===== src/rtl/fp_exc_status.sv =====
module fp_exc_status #(
  parameter int unsigned KINDS = 5
) (
  input  logic             clk,
  input  logic             rst_n,
  input  logic             op_done,
  input  logic [KINDS-1:0] op_cause,
  input  logic             sw_we,
  input  logic [KINDS-1:0] sw_enable,
  input  logic [KINDS-1:0] sw_cause,
  input  logic [KINDS-1:0] sw_flag,
  output logic [KINDS-1:0] rd_enable,
  output logic [KINDS-1:0] rd_cause,
  output logic [KINDS-1:0] rd_flag,
  output logic             exc_req
);

  logic [KINDS-1:0] en_q, cause_q, flag_q;
  logic [KINDS-1:0] hw_set, trap_hit;
  logic             req_q;

  assign hw_set   = op_done ? (op_cause & ~en_q) : '0;
  assign trap_hit = op_done ? (op_cause &  en_q) : '0;

  always_ff @(posedge clk or negedge rst_n) begin
    if (!rst_n) begin
      en_q    <= '0;
      cause_q <= '0;
      flag_q  <= '0;
      req_q   <= 1'b0;
    end else begin
      if (sw_we) en_q <= sw_enable;
      if (op_done)    cause_q <= op_cause;
      else if (sw_we) cause_q <= sw_cause;
      flag_q <= (sw_we ? sw_flag : flag_q) | hw_set;
      req_q  <= |trap_hit;
    end
  end

  assign rd_enable = en_q;
  assign rd_cause  = cause_q;
  assign rd_flag   = flag_q;
  assign exc_req   = req_q;

endmodule



===== config.mk =====
export PLATFORM = sky130hd
export DESIGN_NAME = fp_exc_status
export DESIGN_NICKNAME = d
export VERILOG_FILES = /design/src/rtl/fp_exc_status.sv
export SDC_FILE = /design/constraint.sdc
export NUM_CORES = 1
export LEC_CHECK = 0
export ABC_AREA = 1
export BUFFER_PORTS_ARGS = -buffer_cell sky130_fd_sc_hd__buf_2
export CORE_MARGIN = 4
export CORE_UTILIZATION = 41
export CTS_CLUSTER_DIAMETER = 150
export CTS_CLUSTER_SIZE = 16
export DETAILED_ROUTE_END_ITERATION = 7
export PLACE_DENSITY = 0.83
export SETUP_SLACK_MARGIN = 0.1
export SLEW_MARGIN = 15
export SYNTH_ARGS = -nofsm -noshare
export SYNTH_HDL_FRONTEND = slang
export SYNTH_SLANG_ARGS = --single-unit
export TNS_END_PERCENT = 20

===== constraint.sdc =====
create_clock -name clk -period 1 [get_ports clk]
set_input_delay 0 -clock clk [delete_from_list [all_inputs] [get_ports clk]]
set_output_delay 0 -clock clk [all_outputs]
set_load 0.02 [all_outputs]

==> flow_summary.ini <==
[pwr]
power_frac_seq = 0.473
p_sw_frac = 0.303
pwr-share-clk = 0.275
p_sw_uw = 482
max-vdd-ir-drop_mv = 0.943
cellPowerDensity_nw_per_um2 = 1400
pwr-share-comb = 0.252
p_int_uw = 1110
power_leakage_uw = 0.000599

[synth]
syn_avg_cell_area_um2 = 8.62
synthesis.nets = 104
mappedNetlistArea_um2 = 689
ys_ff_latch = 16
yosysUniqueCellTypes = 12
synth-seq-area-share = 0.581
yosys_warnings = 0
syn_inst = 80

[cts]
clkTransAtPathRegs_ns = 0.09
cts-buffers-inserted = 3
htreeDepth = 1
insertion_delay_ns = 0.29
cts_sinks = 16
root_buffer = clkbuf_4
cts_tree = built
clk_path_buf_depth = 2

[timing]
fmax_mhz = 1120
tightest_slew_ns = 0.358
rsz0062_at_grt = yes
setup_viol = 0
min_period_over_period = 0.891
slew_headroom = 0.761
hold_viol = 0
timing.hold.ws_ns = 0.00661
clock_skew_ns = 0.00126
fin_crit_ns = 0.891
drv_slew = 0
setup_tns_ns = 0

[layout]
fin_area_um2 = 1140
drive_above_1_share = 0.331
final_common_cell = buf_2
n_antenna_cell = 0
final_nets = 167
layout_common_cells = buf_2, nand2_1, dlygate4sd3_1, dfrtp_1, nand3_1
stdcell_count = 158
syn_to_final_growth_pct = 65.3
utilization = 0.739

[placed_design]
routabilityCongestion = 0.754
place_inst = 133
place_hpwl_um = 1320
port_buffers = 39
placed_area_um2 = 890

[setup_path]
worst_path_max_delay_cell = dfrtp_1
critical-path-top-delay-family = flip-flops
critPathCaptureType = primary output
critPathArrivalTime_ns = 0.89
startpoint = rd_enable[2]$_DFFE_PN0P_
path_cells = buf_2
reg2reg_from = rd_enable[1]$_DFFE_PN0P_
start_kind = register
crit_path_max_fanout = 4
r2r_cells = 4
slowest_delay_ns = 0.42
critPathKind = register to primary output
required_ns = 1.00
r2r_slack_ns = 0.18
worstReg2RegEnd = exc_req$_DFF_PN0_
crit_buf_inv = 1

[die]
rows = 14
die_w_um = 49.0
coreArea_um2 = 1540
fp.dieH_um = 49.0
ios = 40
start_util = 0.447
die-area_um2 = 2400

[global_route]
gr-total-overflow = 0
grt_start_max_net_pins = 17
antenna_found_initial = 0
grt_pass1_wl_um = 3500
grtUsageTotal = 0.183
grt_pass1_vias = 804

[drt]
drc = 0
vias_per_cell = 5.09
wl_per_cell_um = 13.6
postRouteAntennaNets = 0
wirelength_um = 2140
drt_iter0_markers = 38
dr.pass1.iters = 5
vias = 804

[min_path]
hold_depth = 3
min-delay-start = op_cause[0]
hp-class = input port to register
min_to = rd_cause[0]$_DFFE_PN0P_

[flow_run]
maxCapViolCount = 0

[status]
status = finished clean
==> registers in the layout, indices dropped and copies added, names as in the netlist <==
signal     cells
rd_flag        5
rd_enable      5
exc_req        1
rd_cause       5
==> area by class of cell <==
| type | count | area, um^2 |
|---|---|---|
| timing repair buffer | 60 | 409 |
| clock buffer | 4 | 36.3 |
| sequential | 16 | 400 |
| fill | 112 | 402 |
| multi-input combinational | 58 | 259 |
| tap | 16 | 20.0 |
| inverter | 4 | 15.0 |
==> cells in the mapped netlist <==
| master | n | area, um^2 |
|---|---|---|
| nand3_1 | 8 | 40.0 |
| nor2_4 | 1 | 11.3 |
| o21ai_0 | 3 | 15.0 |
| dfrtp_1 | 16 | 400 |
| nor2_2 | 1 | 6.26 |
| o211ai_1 | 4 | 30.0 |
| inv_1 | 3 | 11.3 |
| nor2_1 | 4 | 15.0 |
| o22ai_1 | 1 | 6.26 |
| inv_2 | 1 | 3.75 |
| nand2_1 | 36 | 135 |
| buf_4 | 2 | 15.0 |
==> per-stage QoR <==
step                power [uW]  setup WS [ns]
floorplan                  941          0.157
global placement          1080          0.235
detailed placement        1090          0.187
CTS                       1580          0.112
global route              1670         0.0793
finish                    1590          0.109
==> how the worst max path moves through the flow <==
stage | cells past startpoint | to
after CTS | 1 | rd_enable[1]
after floorplan | 4 | exc_req$_DFF_PN0_
after global placement | 4 | exc_req$_DFF_PN0_
final | 1 | rd_enable[2]
after global routing | 1 | rd_enable[2]
after detailed placement | 4 | exc_req$_DFF_PN0_
==> cell families (layout without fill, tap and decap cells) <==
group                  Yosys count  in the layout  share of synthesized area
AO/OA/AOI/OAI                    8              8                     0.0744
buffers and inverters            6             68                     0.0435
flip-flops                      16             16                      0.581
AND/OR/NAND/NOR                 50             50                      0.301
==> what timing repair did <==
action | CTS | global route
gates resized for setup | 0 | 2
endpoints found under the hold margin | 31 | 0
endpoints found under the setup margin | 0 | 4
buffers inserted | 0 | 1
hold buffers | 20 | 0
==> layer usage <==
metal / share of wire / GRT usage
met5: 0 / 0
met4: 0.017 / 0.0583
met3: 0.068 / 0.0398
met2: 0.47 / 0.311
met1: 0.44 / 0.228
==> power groups by stage <==
stage	clock, uW	combinational [uW]	sequential, uW
6_report	438	401	753
5_1_grt	475	435	759
4_1_cts	439	386	751
3_5_place_dp	0	326	763
3_3_place_gp	0	320	760
2_1_floorplan	0	97.8	844
(Power assumes the default switching activity.)
